File: config.mk
export PLATFORM = sky130hd
export DESIGN_NAME = blk_cache
export DESIGN_NICKNAME = d
export VERILOG_FILES = /design/src/rtl/blk_cache_pkg.sv /design/src/rtl/cache_word_pick.sv /design/src/rtl/cache_store.sv /design/src/rtl/cache_ctrl.sv /design/src/rtl/blk_cache.sv
export SDC_FILE = /design/constraint.sdc
export NUM_CORES = 2
export LEC_CHECK = 0
export ABC_AREA = 0
export BUFFER_PORTS_ARGS = -buffer_cell sky130_fd_sc_hd__buf_2
export CELL_PAD_IN_SITES_DETAIL_PLACEMENT = 0
export CELL_PAD_IN_SITES_GLOBAL_PLACEMENT = 1
export CORE_MARGIN = 5
export CORE_UTILIZATION = 27
export CTS_BUF_LIST = sky130_fd_sc_hd__clkbuf_4 sky130_fd_sc_hd__clkbuf_8
export CTS_CLUSTER_SIZE = 30
export DETAILED_ROUTE_END_ITERATION = 10
export PLACE_DENSITY_LB_ADDON = 0.1
export SYNTH_ARGS = -nofsm -noshare
export SYNTH_HDL_FRONTEND = slang
export SYNTH_SLANG_ARGS = --single-unit
File: constraint.sdc
create_clock -name clk -period 5.85 [get_ports clk]
set_clock_uncertainty 0.1 [all_clocks]
set_input_delay 0.2925 -clock clk [delete_from_list [all_inputs] [get_ports clk]]
set_output_delay 0.2925 -clock clk [all_outputs]
set_load 0.02 [all_outputs]
File: src/rtl/blk_cache_pkg.sv
package blk_cache_pkg;
  localparam int WORD_W = 32;
  localparam int BYTE_OFF_W = 2;

  typedef enum logic [1:0] {
    ST_IDLE  = 2'd0,
    ST_EVICT = 2'd1,
    ST_FILL  = 2'd2,
    ST_WTWR  = 2'd3
  } cstate_e;
endpackage

File: src/rtl/cache_word_pick.sv
module cache_word_pick #(
  parameter int WORDS  = 4,
  parameter int WORD_W = 32
) (
  input  logic [WORDS-1:0][WORD_W-1:0] line,
  input  logic [$clog2(WORDS)-1:0]     sel,
  output logic [WORD_W-1:0]            word
);
  localparam int SEL_W = $clog2(WORDS);

  logic [WORDS-1:0][WORD_W-1:0] masked;

  for (genvar g = 0; g < WORDS; g++) begin : g_mask
    assign masked[g] = (sel == SEL_W'(g)) ? line[g] : '0;
  end

  always_comb begin
    word = '0;
    for (int i = 0; i < WORDS; i++) word = word | masked[i];
  end
endmodule

File: src/rtl/cache_store.sv
module cache_store #(
  parameter int INDEX_W = 4,
  parameter int TAG_W   = 22,
  parameter int WORDS   = 4,
  parameter int WORD_W  = 32
) (
  input  logic                          clk,
  input  logic                          rst_n,
  input  logic [INDEX_W-1:0]            idx,
  input  logic                          wr_en,
  input  logic [$clog2(WORDS)-1:0]      wr_sel,
  input  logic [WORD_W-1:0]             wr_data,
  input  logic                          commit,
  input  logic [TAG_W-1:0]              commit_tag,
  input  logic                          set_dirty,
  output logic [TAG_W-1:0]              rd_tag,
  output logic                          rd_valid,
  output logic                          rd_dirty,
  output logic [WORDS-1:0][WORD_W-1:0]  rd_line
);
  localparam int LINES = 1 << INDEX_W;

  logic [TAG_W-1:0]  tag_q   [LINES];
  logic [WORD_W-1:0] data_q  [LINES][WORDS];
  logic [LINES-1:0]  valid_q;
  logic [LINES-1:0]  dirty_q;

  assign rd_tag   = tag_q[idx];
  assign rd_valid = valid_q[idx];
  assign rd_dirty = dirty_q[idx];

  always_comb begin
    for (int w = 0; w < WORDS; w++) rd_line[w] = data_q[idx][w];
  end

  always_ff @(posedge clk) begin
    if (!rst_n) begin
      valid_q <= '0;
      dirty_q <= '0;
    end else begin
      if (commit) begin
        valid_q[idx] <= 1'b1;
        dirty_q[idx] <= 1'b0;
      end
      if (set_dirty) dirty_q[idx] <= 1'b1;
    end
  end

  always_ff @(posedge clk) begin
    if (commit) tag_q[idx] <= commit_tag;
  end

  always_ff @(posedge clk) begin
    if (wr_en) data_q[idx][wr_sel] <= wr_data;
  end

  // a committed line is valid and clean on the next cycle
  a_r8_commit_clean: assert property (@(posedge clk) disable iff (!rst_n)
    (commit && !set_dirty) |=> (valid_q[$past(idx)] && !dirty_q[$past(idx)]));

  // a dirty mark persists into the next cycle
  a_r6_dirty_sticks: assert property (@(posedge clk) disable iff (!rst_n)
    set_dirty |=> dirty_q[$past(idx)]);
endmodule

File: src/rtl/cache_ctrl.sv
module cache_ctrl
  import blk_cache_pkg::*;
#(
  parameter int ADDR_W     = 30,
  parameter int INDEX_W    = 4,
  parameter int WORDS      = 4,
  parameter bit WRITE_BACK = 1'b1,
  localparam int OFF_W     = $clog2(WORDS),
  localparam int IDX_LSB   = BYTE_OFF_W + OFF_W,
  localparam int TAG_LSB   = IDX_LSB + INDEX_W,
  localparam int TAG_W     = ADDR_W - TAG_LSB
) (
  input  logic                         clk,
  input  logic                         rst_n,
  input  logic                         cpu_req,
  input  logic                         cpu_we,
  input  logic [ADDR_W-1:0]            cpu_addr,
  input  logic [WORD_W-1:0]            cpu_wdata,
  output logic                         cpu_ready,
  output logic                         mem_req,
  output logic                         mem_we,
  output logic [ADDR_W-1:0]            mem_addr,
  output logic [WORD_W-1:0]            mem_wdata,
  input  logic [WORD_W-1:0]            mem_rdata,
  input  logic                         mem_ack,
  input  logic [TAG_W-1:0]             lk_tag,
  input  logic                         lk_valid,
  input  logic                         lk_dirty,
  input  logic [WORD_W-1:0]            evict_word,
  output logic [INDEX_W-1:0]           st_idx,
  output logic                         st_wr_en,
  output logic [OFF_W-1:0]             st_wr_sel,
  output logic [WORD_W-1:0]            st_wr_data,
  output logic                         st_commit,
  output logic [TAG_W-1:0]             st_commit_tag,
  output logic                         st_set_dirty,
  output logic [OFF_W-1:0]             word_off,
  output logic [OFF_W-1:0]             beat
);
  function automatic logic [TAG_W-1:0] f_tag(input logic [ADDR_W-1:0] a);
    return a[ADDR_W-1:TAG_LSB];
  endfunction

  function automatic logic [INDEX_W-1:0] f_idx(input logic [ADDR_W-1:0] a);
    return a[TAG_LSB-1:IDX_LSB];
  endfunction

  function automatic logic [OFF_W-1:0] f_off(input logic [ADDR_W-1:0] a);
    return a[IDX_LSB-1:BYTE_OFF_W];
  endfunction

  function automatic logic [ADDR_W-1:0] f_beat_addr(input logic [TAG_W-1:0] t,
                                                    input logic [INDEX_W-1:0] i,
                                                    input logic [OFF_W-1:0] b);
    return {t, i, b, {BYTE_OFF_W{1'b0}}};
  endfunction

  localparam logic [OFF_W-1:0] LAST_BEAT = OFF_W'(WORDS - 1);

  cstate_e state_q, state_d;
  logic [OFF_W-1:0] beat_q;

  logic [TAG_W-1:0]   req_tag;
  logic [INDEX_W-1:0] req_idx;
  logic               hit;
  logic               victim_dirty;
  logic               beat_done;
  logic               block_done;

  assign req_tag      = f_tag(cpu_addr);
  assign req_idx      = f_idx(cpu_addr);
  assign word_off     = f_off(cpu_addr);
  assign hit          = lk_valid && (lk_tag == req_tag);
  assign victim_dirty = WRITE_BACK && lk_valid && lk_dirty;
  assign beat_done    = mem_req && mem_ack;
  assign block_done   = beat_done && (beat_q == LAST_BEAT);
  assign beat         = beat_q;
  assign st_idx       = req_idx;
  assign st_commit_tag = req_tag;

  always_comb begin
    state_d      = state_q;
    cpu_ready    = 1'b0;
    mem_req      = 1'b0;
    mem_we       = 1'b0;
    mem_addr     = '0;
    mem_wdata    = '0;
    st_wr_en     = 1'b0;
    st_wr_sel    = word_off;
    st_wr_data   = cpu_wdata;
    st_commit    = 1'b0;
    st_set_dirty = 1'b0;
    unique case (state_q)
      ST_IDLE: begin
        if (cpu_req) begin
          if (hit) begin
            if (!cpu_we) begin
              cpu_ready = 1'b1;
            end else if (WRITE_BACK) begin
              cpu_ready    = 1'b1;
              st_wr_en     = 1'b1;
              st_set_dirty = 1'b1;
            end else begin
              state_d = ST_WTWR;
            end
          end else begin
            state_d = victim_dirty ? ST_EVICT : ST_FILL;
          end
        end
      end
      ST_EVICT: begin
        mem_req   = 1'b1;
        mem_we    = 1'b1;
        mem_addr  = f_beat_addr(lk_tag, req_idx, beat_q);
        mem_wdata = evict_word;
        if (block_done) state_d = ST_FILL;
      end
      ST_FILL: begin
        mem_req  = 1'b1;
        mem_addr = f_beat_addr(req_tag, req_idx, beat_q);
        if (beat_done) begin
          st_wr_en   = 1'b1;
          st_wr_sel  = beat_q;
          st_wr_data = mem_rdata;
        end
        if (block_done) begin
          st_commit = 1'b1;
          state_d   = ST_IDLE;
        end
      end
      ST_WTWR: begin
        mem_req   = 1'b1;
        mem_we    = 1'b1;
        mem_addr  = cpu_addr & ~ADDR_W'(3);
        mem_wdata = cpu_wdata;
        if (beat_done) begin
          st_wr_en  = 1'b1;
          cpu_ready = 1'b1;
          state_d   = ST_IDLE;
        end
      end
      default: state_d = ST_IDLE;
    endcase
  end

  always_ff @(posedge clk) begin
    if (!rst_n) begin
      state_q <= ST_IDLE;
      beat_q  <= '0;
    end else begin
      state_q <= state_d;
      if (beat_done && (state_q == ST_EVICT || state_q == ST_FILL))
        beat_q <= beat_q + 1'b1;
    end
  end

  // an unacknowledged beat keeps its request and payload
  a_r5_beat_hold: assert property (@(posedge clk) disable iff (!rst_n)
    (mem_req && !mem_ack) |=> (mem_req && $stable(mem_addr) && $stable(mem_we) && $stable(mem_wdata)));

  // the processor is released only with no beat pending, or on a write-through acknowledge
  a_r2_ready_quiet: assert property (@(posedge clk) disable iff (!rst_n)
    cpu_ready |-> (cpu_req && (!mem_req || (mem_we && mem_ack))));

  // a writeback starts only from a valid dirty victim
  a_r7_evict_dirty: assert property (@(posedge clk) disable iff (!rst_n)
    (state_q == ST_EVICT && $past(state_q) == ST_IDLE) |-> $past(lk_valid && lk_dirty));

  // fill beats advance by one word per acknowledge
  a_r4_fill_order: assert property (@(posedge clk) disable iff (!rst_n)
    (state_q == ST_FILL && mem_ack && beat_q != LAST_BEAT) |=>
      (state_q == ST_FILL && beat_q == $past(beat_q) + 1'b1));

  // beats are word aligned
  a_r11_aligned: assert property (@(posedge clk) disable iff (!rst_n)
    mem_req |-> (mem_addr[1:0] == 2'b00));

  if (!WRITE_BACK) begin : g_wt_chk
    // write-through never writes a block back
    a_r10_no_evict: assert property (@(posedge clk) disable iff (!rst_n)
      state_q != ST_EVICT);
  end
endmodule

File: src/rtl/blk_cache.sv
module blk_cache
  import blk_cache_pkg::*;
#(
  parameter int ADDR_W     = 30,
  parameter int INDEX_W    = 4,
  parameter int WORDS      = 4,
  parameter bit WRITE_BACK = 1'b1
) (
  input  logic              clk,
  input  logic              rst_n,
  input  logic              cpu_req,
  input  logic              cpu_we,
  input  logic [ADDR_W-1:0] cpu_addr,
  input  logic [31:0]       cpu_wdata,
  output logic [31:0]       cpu_rdata,
  output logic              cpu_ready,
  output logic              mem_req,
  output logic              mem_we,
  output logic [ADDR_W-1:0] mem_addr,
  output logic [31:0]       mem_wdata,
  input  logic [31:0]       mem_rdata,
  input  logic              mem_ack
);
  localparam int OFF_W = $clog2(WORDS);
  localparam int TAG_W = ADDR_W - BYTE_OFF_W - OFF_W - INDEX_W;

  logic [TAG_W-1:0]                lk_tag;
  logic                            lk_valid;
  logic                            lk_dirty;
  logic [WORDS-1:0][WORD_W-1:0]    line;
  logic [WORD_W-1:0]               evict_word;
  logic [INDEX_W-1:0]              st_idx;
  logic                            st_wr_en;
  logic [OFF_W-1:0]                st_wr_sel;
  logic [WORD_W-1:0]               st_wr_data;
  logic                            st_commit;
  logic [TAG_W-1:0]                st_commit_tag;
  logic                            st_set_dirty;
  logic [OFF_W-1:0]                word_off;
  logic [OFF_W-1:0]                beat;

  cache_ctrl #(
    .ADDR_W(ADDR_W), .INDEX_W(INDEX_W), .WORDS(WORDS), .WRITE_BACK(WRITE_BACK)
  ) u_ctrl (
    .clk(clk), .rst_n(rst_n),
    .cpu_req(cpu_req), .cpu_we(cpu_we), .cpu_addr(cpu_addr),
    .cpu_wdata(cpu_wdata), .cpu_ready(cpu_ready),
    .mem_req(mem_req), .mem_we(mem_we), .mem_addr(mem_addr),
    .mem_wdata(mem_wdata), .mem_rdata(mem_rdata), .mem_ack(mem_ack),
    .lk_tag(lk_tag), .lk_valid(lk_valid), .lk_dirty(lk_dirty),
    .evict_word(evict_word),
    .st_idx(st_idx), .st_wr_en(st_wr_en), .st_wr_sel(st_wr_sel),
    .st_wr_data(st_wr_data), .st_commit(st_commit),
    .st_commit_tag(st_commit_tag), .st_set_dirty(st_set_dirty),
    .word_off(word_off), .beat(beat)
  );

  cache_store #(
    .INDEX_W(INDEX_W), .TAG_W(TAG_W), .WORDS(WORDS), .WORD_W(WORD_W)
  ) u_store (
    .clk(clk), .rst_n(rst_n), .idx(st_idx),
    .wr_en(st_wr_en), .wr_sel(st_wr_sel), .wr_data(st_wr_data),
    .commit(st_commit), .commit_tag(st_commit_tag), .set_dirty(st_set_dirty),
    .rd_tag(lk_tag), .rd_valid(lk_valid), .rd_dirty(lk_dirty), .rd_line(line)
  );

  cache_word_pick #(.WORDS(WORDS), .WORD_W(WORD_W)) u_rd_pick (
    .line(line), .sel(word_off), .word(cpu_rdata)
  );

  cache_word_pick #(.WORDS(WORDS), .WORD_W(WORD_W)) u_ev_pick (
    .line(line), .sel(beat), .word(evict_word)
  );
endmodule

# ---- Word level (Yosys, flattened, before mapping)
# Memory sizes are Yosys's and may differ from the RTL's.
# Index checks and enable logic that the tools add are counted.
dict set report word_totals {
  output_inout_bits 97
  regBits 36
  ramBits 2400
  elab_cells 101
  input_bits 99
  mem_count 2
}
# name depth word_bits read_ports rd_clocked_by_memory_dff wr line
set memory_table {}
lappend memory_table {u_store.data_q 16 128 1 0 1 cache_store.sv:24} ;# logic [WORD_W-1:0] data_q [LINES][WORDS];
lappend memory_table {u_store.tag_q 16 22 1 0 1 cache_store.sv:23} ;# logic [TAG_W-1:0] tag_q [LINES];
dict set report classes {
  mux 49
  bitwise 11
  n_addsub 1
  n_lt_le_gt_ge 4
  n_reduce_logical 15
  n_eq_ne 15
}
# op count
set op_table {}
lappend op_table {{2-to-1 mux 32 bit} 11}
lappend op_table {{bitwise OR 32 bit} 6}
lappend op_table {{2-to-1 mux 128 bit} 1}
lappend op_table {{case mux 30 bit (3 select lines)} 1}
lappend op_table {{demux 32 bit (select 2 bit)} 1}
lappend op_table {{case mux 32 bit (2 select lines)} 1}
lappend op_table {{2-to-1 mux 16 bit} 3}
lappend op_table {{bitwise OR 16 bit} 2}
lappend op_table {{equality test 22 bit} 1}
lappend op_table {{2-to-1 mux 1 bit} 17}
lappend op_table {{AND 16 bit} 1}
lappend op_table {{2-to-1 mux 2 bit} 8}
lappend op_table {{inverter 16 bit} 1}
lappend op_table {{equality test 2 bit (second input constant)} 6}
lappend op_table {{binary-select mux 1 bit (select 4 bit)} 2}
lappend op_table {{case mux 2 bit (4 select lines)} 1}
lappend op_table {{logical AND 1 bit} 7}
lappend op_table {{equality test 2 x 1 -> 1 bit (second input constant)} 3}
lappend op_table {{logical NOT 2 bit} 3}
lappend op_table {{inequality test 2 x 1 -> 1 bit (second input constant)} 3}
lappend op_table {{< comparator 4 x 5 -> 1 bit (second input constant)} 1}
lappend op_table {{AND reduction 5 bit} 1}
lappend op_table {{demux 1 bit (select 4 bit)} 1}
lappend op_table {{>= comparator 4 x 1 -> 1 bit (second input constant)} 1}
lappend op_table {{9 further kinds} 12}

# ---- Logic depth before layout (Yosys ltp)
dict set report depth {
  word_depth 12
  ltp_mapped 15
  mapped_depth_nobuf 8
}

# ---- Cells and area by module
# A second synthesis with hierarchy kept.
dict set report hier_totals {
  cells_unflattened 4231
  hier_area_um2 95002.4
}
# module seq_area_each_um2 cells_per_inst area_per_inst_um2 instances
set modules_own_cells {}
lappend modules_own_cells {cache_store 72709.7 3899 91435.2 1}
lappend modules_own_cells {cache_ctrl 80.1 252 1930.6 1}
lappend modules_own_cells {cache_word_pick 0.0 40 818.3 2}

# ---- Worst setup path after synthesis
# Ideal clock, no wire load.
dict set report synth_timing {
  kind {input -> register}
  from {in cpu_addr[4]}
  to {mem u_store.data_q[12][100] (netlist name) (enable)}
  arrival_time_ns 5.203
  stages 12
  required_time_ns 5.280
  setup_slack_ns 0.077
  setup_time_ns 0.470
  cell_sequence {buf_6 -> buf_6 -> buf_6 -> buf_6 -> mux4_2 -> xnor2_1 -> nor4_1 -> o22ai_1 -> a211oi_2 -> nand4_2 -> buf_2 -> a211oi_1}
}
dict set report synth_between {
  elab_chain_len 8
}
# element line
set synth_lines {}
lappend synth_lines {{start: declaration} blk_cache.sv:13} ;# input logic [ADDR_W-1:0] cpu_addr,
lappend synth_lines {{memory (16 x 22 bit) or binary-select mux 1 bit (select 4 bit) (tied branches)} n/a}
lappend synth_lines {{equality test 22 bit or 2-to-1 mux 1 bit (tied branches)} {cache_ctrl.sv:73, cache_store.sv:29}}
lappend synth_lines {{logical AND 1 bit} cache_ctrl.sv:73} ;# assign hit = lk_valid && (lk_tag == req_tag);
lappend synth_lines {{2-to-1 mux 1 bit} cache_ctrl.sv:96} ;# if (hit) begin
lappend synth_lines {{2-to-1 mux 1 bit} cache_ctrl.sv:95} ;# if (cpu_req) begin
lappend synth_lines {{case mux 1 bit (2 select lines)} cache_ctrl.sv:93} ;# unique case (state_q)
lappend synth_lines {{2-to-1 mux 1 bit} cache_store.sv:54} ;# if (wr_en) data_q[idx][wr_sel] <= wr_data;
lappend synth_lines {{2-to-1 mux 128 bit (not written as such)} cache_store.sv:54}
lappend synth_lines {{end: declaration} cache_store.sv:24}
# Parallel ways exist; a longest one is shown, timed or not. The select of a mux whose other input is x is not followed.

# ---- Worst setup path in the final report
dict set report layout_timing {
  from {mem u_store.tag_q[11][8]}
  to {out cpu_ready}
}
dict set report layout_between {
  elab_chain_len 6
}
# element line
set layout_lines {}
lappend layout_lines {{start: declaration} cache_store.sv:23}
lappend layout_lines {{memory (16 x 22 bit)} n/a}
lappend layout_lines {{equality test 22 bit} cache_ctrl.sv:73}
lappend layout_lines {{logical AND 1 bit} cache_ctrl.sv:73}
lappend layout_lines {{2-to-1 mux 1 bit} cache_ctrl.sv:96}
lappend layout_lines {{2-to-1 mux 1 bit} cache_ctrl.sv:95}
lappend layout_lines {{case mux 1 bit (2 select lines)} cache_ctrl.sv:93}
lappend layout_lines {{end: declaration} blk_cache.sv:16} ;# output logic cpu_ready,
# No other way between the ends.

==> summary.txt <==
GRT
  – Vias in the first global route: 50593
  – GRT Overall Usage: 17.2%
  – Initial antenna violation count: 28
  – First-pass GRT wire length: 439000 um
  – Gr ovfl total: 0
  – Largest net degree at the start of global routing: 99

Power and ir drop
  – LEAKAGE: 35.3 nW
  – Pwr Density: 336 nW/um2
  – VDD IR max: 0.000184 V

Synthesis
  – Ys flop type: edfxtp_1
  – Most instantiated library cell after synthesis: edfxtp_1
  – Post-Synthesis Cell Area: 95900 um2
  – Yosys warning count: 0
  – Synth area leaders: edfxtp_1, mux4_2, nand2_1
  – Mapped Cells: 4222
  – Sequential share of the synthesized area: 75.9%
  – Cell variety after synth: 59
  – Syn avg cell area: 22.7 um2
  – Post-synth top area share: 75.2%
  – EDFF count, synth: 2400
  – Post-synth top cells: edfxtp_1, mux4_2, nand2_1, clkbuf_1, buf_2
  – Asr flop ratio synth: 0%
  – Post-synthesis register bit count: 2436
  – Top cell type by total area after synthesis: edfxtp_1

Cells and area
  – Layout Utilization: 32.4%
  – Layout cells sized above 1: 37.6%
  – Final instance area: 114000 um2
  – FILL cells: 33732
  – Area growth from synthesis to layout: 19.2%
  – Nets: 5003

Setup path
  – Critical Path Start Type: register
  – Setup crit end: cpu_ready
  – CP Data Arrival Time: 4.71 ns
  – Reg2Reg Depth: 11
  – Max Fanout on Critical Path: 14
  – WP data required: 5.46 ns
  – Crit path from: u_store.tag_q[11][8]
  – WS Path Type: register to primary output
  – R2r setup slk: 1.24 ns
  – Reg-to-Reg End: u_store.data_q[14][94]
  – Crit. End Element: primary output
  – Reg-to-reg startpoint: u_store.tag_q[11][8]

Clocking
  – Worst skew pair latency: 1.05 ns
  – CTS H-tree depth: 5
  – Post-CTS Setup Inserts: 0
  – CTS Buffer Depth: 4
  – CTS tree: done
  – Post-cts sizing count: 0
  – CTS sink cnt: 2436
  – Reg clk slew, reported paths: 0.06 ns
  – CTS root buffer: clkbuf_8
  – TritonCTS buffer count: 427

Drt
  – DR pass1 iterations: 7
  – ANT nets after route: 0
  – Routed WL per cell: 32.4 um
  – DRC: 0
  – DRT iter0 DRCs: 4113
  – Vias: 47936
  – Via density: 4.81
  – Total Wirelength: 323000 um

Timing
  – Slew @ Worst Pin: 1.33 ns
  – Final Hold Violating Endpoints: 0
  – Final Setup Violations: 0
  – Fin crit period: 5.10 ns
  – Setup tns final: 0 ns
  – RSZ-0062 raised after global routing: no
  – Tcrit/Tclk final: 87.2%
  – Max Transition Viols Final: 0
  – Fmax: 0.196 GHz
  – Slew HR: 11.2%

Die
  – Cell Rows: 218
  – I/O pins: 196
  – Width of the chip: 606 um
  – Die Footprint: 367000 um2
  – DIE HEIGHT: 606 um
  – Initial Util: 27.1%
  – Core outline area: 353000 um2

Place
  – Placer Congestion: 0.756
  – Port bufs: 191
  – Cell Area, Placed: 105000 um2
  – Detail Placement HPWL: 187000 um

Job
  – Max_cap viols: 0

Run status
  – Status: finished clean

Worst hold path
  – Worst hold path type: input pin to register
==> repair_timing <==
action | 4_1_cts | 5_1_grt
hold buffers | 84 | 0
endpoints found under the setup margin | 0 | 0
endpoints found under the hold margin | 1103 | 0
==> worst min-delay path by stage <==
stage / from / end / slack [ns] / depth (start not counted)
after floorplan: cpu_addr[8] / u_store.tag_q[0][0] / 0.29 / 0
after global placement: u_store.valid_q[9] / u_store.valid_q[9] / 0.34 / 1
after detailed placement: u_store.valid_q[2] / u_store.valid_q[2] / 0.35 / 1
after CTS: cpu_addr[19] / u_store.tag_q[12][11] / 0.001 / 2
after global routing: cpu_addr[9] / u_store.tag_q[10][1] / 0.06 / 2
final: mem_rdata[29] / u_store.data_q[4][61] / 0.13 / 3
==> cell families after synthesis <==
| group | Yosys count | share of synthesized area (%) |
|---|---|---|
| compound gates | 321 | 2.53 |
| xor+xnor | 23 | 0.210 |
| fa+ha+maj | 9 | 0.117 |
| buf+inv | 272 | 1.28 |
| flops | 2436 | 75.9 |
| mux | 818 | 18.4 |
| other cells | 1 | 0.00391 |
| simple gates | 342 | 1.56 |
==> cells in the final DEF (no fill, tap or decap), types with 19 or more instances in the layout <==
cell	count
mux2i_1	55
dlygate4sd3_1	83
buf_2	187
buf_12	81
dfxtp_1	36
a211oi_4	64
a22o_1	39
clkbuf_8	433
a21oi_1	20
clkbuf_4	169
nand2_2	32
mux4_2	751
clkinv_1	105
a221oi_1	39
clkinv_2	25
nand2_1	169
nor2_1	36
edfxtp_1	2400
o21ai_0	54
buf_4	142
xnor2_1	19
==> cell type report <==
type	instances	area [um2]	area share, %
multi-input cells	1515	22900	20.0
diodes	15	37.5	0.0328
flip-flops and latches	2436	72800	63.7
clock inverters	156	856	0.749
inverters	19	78.8	0.0690
clock buffers	602	7230	6.33
well taps	4730	5920	5.18
repair buffers	496	4500	3.94
==> where the power goes <==
part           switching, mW  internal, mW  total [mW]
sequential            0.0144          19.6        19.6
clock                   7.11          8.03        15.1
combinational           2.63          1.07        3.71
total                   9.76          28.7        38.4
==> registers in the layout, summed over array words and instances (netlist names), named ones only <==
signal           count
u_ctrl.beat          2
u_ctrl.state_q       2
u_store.data_q    2048
u_store.dirty_q      1
u_store.tag_q      352
u_store.valid_q     16
==> per-layer routing <==
layer / up-vias / routed length [um] / track usage [%]
met2: 1311 / 156000 / 28.3
met1: 26640 / 143000 / 23.9
met5: - / 0 / 0
li1: 19550 / - / -
met4: 0 / 9510 / 4.97
met3: 435 / 14500 / 2.45
==> worst max-delay path, cell delays in order (launching register included) <==
cell and delay (ns):
edfxtp_1 0.37, mux4_2 0.47, mux4_2 0.53, xnor2_1 0.49, and3_1 0.26, nand4_1 0.16
nor4_4 0.37, buf_4 0.30, nand3_1 0.09, a21oi_1 0.38, buf_2 0.26
==> metrics by stage <==
stage,power [mW],hold slack (ns),worst slack [ns],cells
floorplan,21.7,0.291,0.0768,4223
global route,40.0,0.0636,0.489,9956
detailed placement,23.7,0.353,0.643,9112
CTS,39.1,0.00148,0.519,9954
finish,38.4,0.134,0.748,9969
global placement,23.6,0.342,0.582,9112
No activity file was read; power rests on OpenSTA's default activity.
